[src/rtl/brres_pkg.sv]
package brres_pkg;

    typedef enum logic [2:0] {
        BK_NONE     = 3'd0,
        BK_SHORT    = 3'd1,
        BK_COND     = 3'd2,
        BK_LONGLINK = 3'd3,
        BK_IND      = 3'd4,
        BK_INDLINK  = 3'd5
    } br_kind_e;

    localparam logic [3:0] IDX_SP = 4'd13;
    localparam logic [3:0] IDX_PC = 4'd15;

    localparam int N_REL = 3;

endpackage

[src/rtl/brres_cond.sv]
module brres_cond (
    input  logic [3:0] code_i,
    input  logic [3:0] nzcv_i,
    output logic       pass_o
);
    logic n, z, c, v;

    always_comb begin
        n = nzcv_i[3];
        z = nzcv_i[2];
        c = nzcv_i[1];
        v = nzcv_i[0];
        case (code_i)
            4'd0:    pass_o = z;
            4'd1:    pass_o = !z;
            4'd2:    pass_o = c;
            4'd3:    pass_o = !c;
            4'd4:    pass_o = n;
            4'd5:    pass_o = !n;
            4'd6:    pass_o = v;
            4'd7:    pass_o = !v;
            4'd8:    pass_o = c && !z;
            4'd9:    pass_o = !c || z;
            4'd10:   pass_o = (n == v);
            4'd11:   pass_o = (n != v);
            4'd12:   pass_o = !z && (n == v);
            4'd13:   pass_o = z || (n != v);
            4'd14:   pass_o = 1'b1;
            default: pass_o = 1'b0;
        endcase
    end

endmodule

[src/rtl/brres_reladdr.sv]
module brres_reladdr #(
    parameter int ADDR_W  = 32,
    parameter int FIELD_W = 11
) (
    input  logic [ADDR_W-1:0]  pc_i,
    input  logic [FIELD_W-1:0] field_i,
    output logic [ADDR_W-1:0]  tgt_o
);
    localparam int EXT_W = ADDR_W - FIELD_W - 1;

    logic [ADDR_W-1:0] disp;
    logic [ADDR_W-1:0] sum;

    assign disp  = {{EXT_W{field_i[FIELD_W-1]}}, field_i, 1'b0};
    assign sum   = pc_i + ADDR_W'(4) + disp;
    assign tgt_o = sum & ~ADDR_W'(1);

endmodule

[src/rtl/branch_resolve_unit.sv]
module branch_resolve_unit
    import brres_pkg::*;
#(
    parameter int ADDR_W  = 32,
    parameter int OFF_W   = 24,
    parameter int SHORT_W = 11,
    parameter int COND_W  = 8,
    parameter int LONG_W  = 24
) (
    input  logic              clk,
    input  logic              rst_n,
    input  logic              req_i,
    input  logic [2:0]        kind_i,
    input  logic [OFF_W-1:0]  off_i,
    input  logic [3:0]        cond_i,
    input  logic [3:0]        flags_i,
    input  logic [ADDR_W-1:0] pc_i,
    input  logic              wide_i,
    input  logic [3:0]        rm_idx_i,
    input  logic [ADDR_W-1:0] rm_val_i,
    output logic              valid_o,
    output logic              taken_o,
    output logic [ADDR_W-1:0] target_o,
    output logic              lr_we_o,
    output logic [ADDR_W-1:0] lr_val_o,
    output logic              fault_o,
    output logic              unpred_o
);

    typedef struct packed {
        logic              valid;
        logic              taken;
        logic [ADDR_W-1:0] target;
        logic              lr_we;
        logic [ADDR_W-1:0] lr_val;
        logic              fault;
        logic              unpred;
    } res_t;

    res_t res_d, res_q;

    logic [ADDR_W-1:0] rel_tgt [N_REL];
    logic              cond_pass;

    for (genvar g = 0; g < N_REL; g++) begin : g_rel
        localparam int FW = (g == 0) ? SHORT_W : ((g == 1) ? COND_W : LONG_W);
        brres_reladdr #(
            .ADDR_W  (ADDR_W),
            .FIELD_W (FW)
        ) i_rel (
            .pc_i    (pc_i),
            .field_i (off_i[FW-1:0]),
            .tgt_o   (rel_tgt[g])
        );
    end

    brres_cond i_cond (
        .code_i (cond_i),
        .nzcv_i (flags_i),
        .pass_o (cond_pass)
    );

    logic [ADDR_W-1:0] link_val;
    logic [ADDR_W-1:0] rm_tgt;
    logic              rm_bad;

    always_comb begin
        link_val = (pc_i + (wide_i ? ADDR_W'(4) : ADDR_W'(2))) | ADDR_W'(1);
        rm_tgt   = rm_val_i & ~ADDR_W'(1);
        rm_bad   = (rm_idx_i == IDX_SP) || (rm_idx_i == IDX_PC);

        res_d = '0;
        if (req_i) begin
            case (br_kind_e'(kind_i))
                BK_SHORT: begin
                    res_d.valid  = 1'b1;
                    res_d.taken  = 1'b1;
                    res_d.target = rel_tgt[0];
                end
                BK_COND: begin
                    res_d.valid  = 1'b1;
                    res_d.taken  = cond_pass;
                    res_d.target = rel_tgt[1];
                end
                BK_LONGLINK: begin
                    res_d.valid  = 1'b1;
                    res_d.taken  = 1'b1;
                    res_d.target = rel_tgt[2];
                    res_d.lr_we  = 1'b1;
                    res_d.lr_val = link_val;
                end
                BK_IND, BK_INDLINK: begin
                    res_d.valid  = 1'b1;
                    res_d.target = rm_tgt;
                    res_d.unpred = rm_bad;
                    res_d.fault  = !rm_val_i[0];
                    res_d.taken  = rm_val_i[0];
                    if (kind_i == BK_INDLINK && rm_val_i[0]) begin
                        res_d.lr_we  = 1'b1;
                        res_d.lr_val = link_val;
                    end
                end
                default: res_d = '0;
            endcase
        end
    end

    always_ff @(posedge clk or negedge rst_n) begin
        if (!rst_n) begin
            res_q <= '0;
        end else begin
            res_q <= res_d;
        end
    end

    assign valid_o  = res_q.valid;
    assign taken_o  = res_q.taken;
    assign target_o = res_q.target;
    assign lr_we_o  = res_q.lr_we;
    assign lr_val_o = res_q.lr_val;
    assign fault_o  = res_q.fault;
    assign unpred_o = res_q.unpred;

    AST_NO_REQ_QUIET: assert property (@(posedge clk) disable iff (!rst_n)
        !req_i |=> !valid_o) else $error("AST_NO_REQ_QUIET");

    AST_IDLE_OUTPUTS: assert property (@(posedge clk) disable iff (!rst_n)
        !valid_o |-> !(taken_o || lr_we_o || fault_o || unpred_o)) else $error("AST_IDLE_OUTPUTS");

    AST_FAULT_BLOCKS: assert property (@(posedge clk) disable iff (!rst_n)
        fault_o |-> (!taken_o && !lr_we_o)) else $error("AST_FAULT_BLOCKS");

    AST_UNPRED_RESOLVES: assert property (@(posedge clk) disable iff (!rst_n)
        unpred_o |-> (taken_o ^ fault_o)) else $error("AST_UNPRED_RESOLVES");

    AST_LINK_ODD: assert property (@(posedge clk) disable iff (!rst_n)
        lr_we_o |-> lr_val_o[0]) else $error("AST_LINK_ODD");

    AST_TARGET_EVEN: assert property (@(posedge clk) disable iff (!rst_n)
        valid_o |-> !target_o[0]) else $error("AST_TARGET_EVEN");

endmodule

[config.mk]
export PLATFORM = sky130hd
export DESIGN_NAME = branch_resolve_unit
export DESIGN_NICKNAME = d
export VERILOG_FILES = /design/src/rtl/brres_pkg.sv /design/src/rtl/brres_cond.sv /design/src/rtl/brres_reladdr.sv /design/src/rtl/branch_resolve_unit.sv
export SDC_FILE = /design/constraint.sdc
export NUM_CORES = 1
export LEC_CHECK = 0
export BUFFER_PORTS_ARGS = -buffer_cell sky130_fd_sc_hd__clkbuf_2
export CELL_PAD_IN_SITES_DETAIL_PLACEMENT = 0
export CELL_PAD_IN_SITES_GLOBAL_PLACEMENT = 1
export CORE_MARGIN = 5
export CORE_UTILIZATION = 35
export CTS_CLUSTER_SIZE = 12
export DETAILED_ROUTE_END_ITERATION = 10
export GPL_ROUTABILITY_DRIVEN = 0
export PLACE_DENSITY = 0.8
export SETUP_SLACK_MARGIN = 0.3
export SLEW_MARGIN = 20
export SYNTH_ARGS = -nofsm -noshare
export SYNTH_HDL_FRONTEND = slang
export SYNTH_HIERARCHICAL = 1
export SYNTH_SLANG_ARGS = --single-unit
[constraint.sdc]
create_clock -name clk -period 0.8 [get_ports clk]
set_input_delay 0.16 -clock clk [delete_from_list [all_inputs] [get_ports clk]]
set_output_delay 0.16 -clock clk [all_outputs]
set_load 0.03 [all_outputs]
==> results.py <==
metrics = {
    "placed_design": {
        "placedCellCount": 2077,
        "dp_hpwl_mm": 30.5,
        "placed_area_um2": 15600,
        "dp_slack_ns": -2.21,
        "numPortBuffers": 173,
    },
    "timing": {
        "period_share_pct": 306,
        "layout_setup_ws_ns": -1.65,
        "setup_tns_ns": -78.57,
        "whs_ns": -0.377,
        "max_freq_mhz": 408,
        "fin_crit_ns": 2.45,
        "finalSetupViolCount": 131,
        "rsz0062_at_grt": "yes",
        "slew_viol_final": 0,
        "hold_viol_final": 68,
    },
    "layout": {
        "regArea_um2": 1790,
        "drive_gt1_share_pct": 61.6,
        "diodes": 0,
        "area_growth_pct": 93.6,
        "final_cell_area_um2": 18700,
        "final_cell_count_no_fill": 2144,
        "fillerInstances": 1916,
        "multiInputGateArea_um2": 10100,
        "final_core_util_pct": 69.2,
        "num-nets-final": 2057,
    },
    "run": {
        "cap_violations": 0,
    },
    "route": {
        "wl_mm": 42.7,
        "dr_total_vias": 11835,
        "viasPerCell": 5.52,
        "drc_errors": 0,
        "drt.antenna.violating_nets": 0,
        "drt_iter0_markers": 923,
        "avgRoutedWirePerCell_um": 19.9,
        "drt-pass1-iter-count": 5,
    },
    "worst_setup_path": {
        "crit_path_end_kind": "flip-flop",
        "worst_setup_path_start_kind": "primary input",
        "critical_path_required_ns": 1.04,
        "arrival_ns": 2.69,
        "critical_path.max_fanout": 3,
        "worstSetupPathType": "primary input to flip-flop",
    },
    "yosys": {
        "ys_seq_elements": 68,
        "yosysTopAreaCell": "ha_1",
        "yosys.cell_types.count": 76,
        "avgSynthCellArea_um2": 8.32,
        "ys_top_cells_by_area": "ha_1 23%, dfrtp_1 18%, a21oi_1 6.8%",
        "ys_async_sr_fraction_pct": 100,
        "synth_edf_count": 0,
        "syn_area_um2": 9680,
        "synth_seq_area_share_pct": 17.6,
        "netlist.area_leader.share_pct": 23.1,
        "syn-instance-count": 1163,
        "synth_ff_type": "dfrtp_1",
        "syn_nets": 1453,
        "yosys_warnings": 6,
    },
    "global_routing": {
        "gr-total-overflow": 0,
        "grt_util_met1_pct": 32.2,
        "grt_max_degree": 33,
        "grt_pass1_vias": 12244,
        "use_met2_pct": 43.7,
        "grt_pass1_wl_mm": 63.0,
        "grt_util_met3_pct": 3.36,
        "grt_busiest_layer": "met2",
        "antenna_found_initial": 0,
        "grt_usage_pct": 25.4,
    },
    "min_path": {
        "hold_class": "primary input to async pin",
    },
    "clock_network": {
        "h-tree-depth": 3,
        "clock_path_buffers": 2,
        "cts_inserted_buffers": 9,
        "cts.sinks": 68,
        "clockRootBuffer": "clkbuf_16",
        "clk_pin_slew_ns": 0.06,
        "cts_tree": "yes",
    },
    "floorplan": {
        "core_um2": 27100,
        "initial_core_util_pct": 35.7,
        "die_area_um2": 31100,
        "core.rowCount": 60,
        "die-height_um": 176,
        "die_w_um": 176,
        "ios": 176,
    },
    "pwr": {
        "ir_drop_mv": 0.818,
        "p_int_mw": 14.4,
        "power.share.clock_pct": 21.0,
        "power.leakage_nw": 8.20,
        "switching_share_pct": 38.9,
        "p_comb_share_pct": 63.0,
        "p_per_area_nw_per_um2": 1250,
        "sequentialPowerShare_pct": 16.0,
        "p_sw_mw": 9.14,
        "finalPower_mw": 23.5,
    },
    "outcome": {
        "violations": "hold timing, setup timing",
        "status": "finished with violations",
    },
}
critical path: stages:
cell	delay, ns
clkbuf_16	0.14
buf_12	0.14
inv_12	0.04
ha_4	0.19
inv_2	0.06
ha_4	0.13
inv_2	0.04
fa_2	0.37
nand2b_4	0.17
a21oi_4	0.16
o21ai_2	0.08
o211ai_1	0.14
a41o_2	0.30
a311oi_2	0.11
xnor2_1	0.16
a22oi_2	0.20
a21oi_1	0.09
power groups by stage:
stage	Sequential [mW]	Clock, mW	Combinational (mW)
after floorplan	4.07	0	6.72
after global placement	3.76	0	11.8
after detailed placement	3.75	0	12.0
after CTS	3.71	5.00	13.5
after global routing	3.77	5.12	15.8
final	3.76	4.93	14.8
logic make-up (layout without fill, tap and decap cells):
| logic type | after synthesis | in the layout | share of synthesized area (%) |
|---|---|---|---|
| flip-flops | 68 | 68 | 17.6 |
| buffers and inverters | 85 | 692 | 3.98 |
| adder cells (fa/ha/maj) | 183 | 183 | 24.0 |
| multiplexers | 8 | 8 | 0.879 |
| XOR/XNOR | 97 | 97 | 8.85 |
| other | 3 | 3 | 0.116 |
| AO/OA/AOI/OAI | 394 | 394 | 27.2 |
| AND/OR/NAND/NOR | 325 | 327 | 17.4 |
layout make-up:
| class | count | share of cell area [%] |
|---|---|---|
| Timing Repair Buffer | 636 | 31.0 |
| Inverter | 40 | 1.08 |
| Clock inverter | 6 | 0.594 |
| Tap cell | 372 | 2.48 |
| Multi-Input combinational cell | 1012 | 54.1 |
| Clock buffer | 10 | 1.27 |
| Sequential cell | 68 | 9.52 |
layout by cell type, fill, tap and decap left out, drive strengths merged, types with 13 or more instances in the layout:
master,count
a21o,23
a21oi,137
a22oi,63
a31oi,13
and2,14
and3,13
buf,538
clkbuf,107
dfrtp,68
ha,179
inv,39
nand2,85
nand2b,25
nand3,32
nand4,19
nor2,63
nor3,17
nor4,13
o21ai,59
xnor2,59
xor2,38
synthesized netlist by cell type, types with 23 or more instances:
cell	count
inv_1	40
nand2b_1	24
o21ai_0	54
nand2_1	85
a22oi_1	63
nor2_1	63
ha_1	179
dfrtp_1	68
clkbuf_1	26
xor2_1	38
a21oi_1	131
nand3_1	32
a21o_1	23
xnor2_1	58
how the worst max path moves through the flow:
stage                     startpoint                     end  slack, ns
after floorplan             off_i[1]  target_o[26]$_DFF_PN0_      -1.73
after detailed placement    off_i[1]  target_o[24]$_DFF_PN0_      -2.21
after global routing        off_i[1]  target_o[26]$_DFF_PN0_      -1.74
after CTS                   off_i[1]  target_o[26]$_DFF_PN0_      -1.59
final                       off_i[1]  target_o[26]$_DFF_PN0_      -1.65
after global placement      off_i[1]  target_o[18]$_DFF_PN0_      -2.13
registers in the layout, summed over array words and instances (netlist names):
signal    flops
lr_val_o     32
target_o     32
unpred_o      1
valid_o       1
fault_o       1
taken_o       1
metal layers:
| metal | routed length (µm) | part of all wire (%) | up-vias |
|---|---|---|---|
| li1 | - | - | 5585 |
| met5 | 0 | 0 | - |
| met2 | 21000 | 49 | 425 |
| met1 | 17800 | 42 | 5739 |
| met4 | 1190 | 2.8 | 0 |
| met3 | 2720 | 6.4 | 86 |
timing repair:
| item | CTS | global route |
|---|---|---|
| cloned | 3 | 3 |
| hold endpoints to repair | 68 | 68 |
| setup buffers | 27 | 18 |
| pin swaps | 127 | 112 |
| setup endpoints to repair | 136 | 136 |
| gates resized for setup | 349 | 198 |
Power figures use the tool's default switching activity.
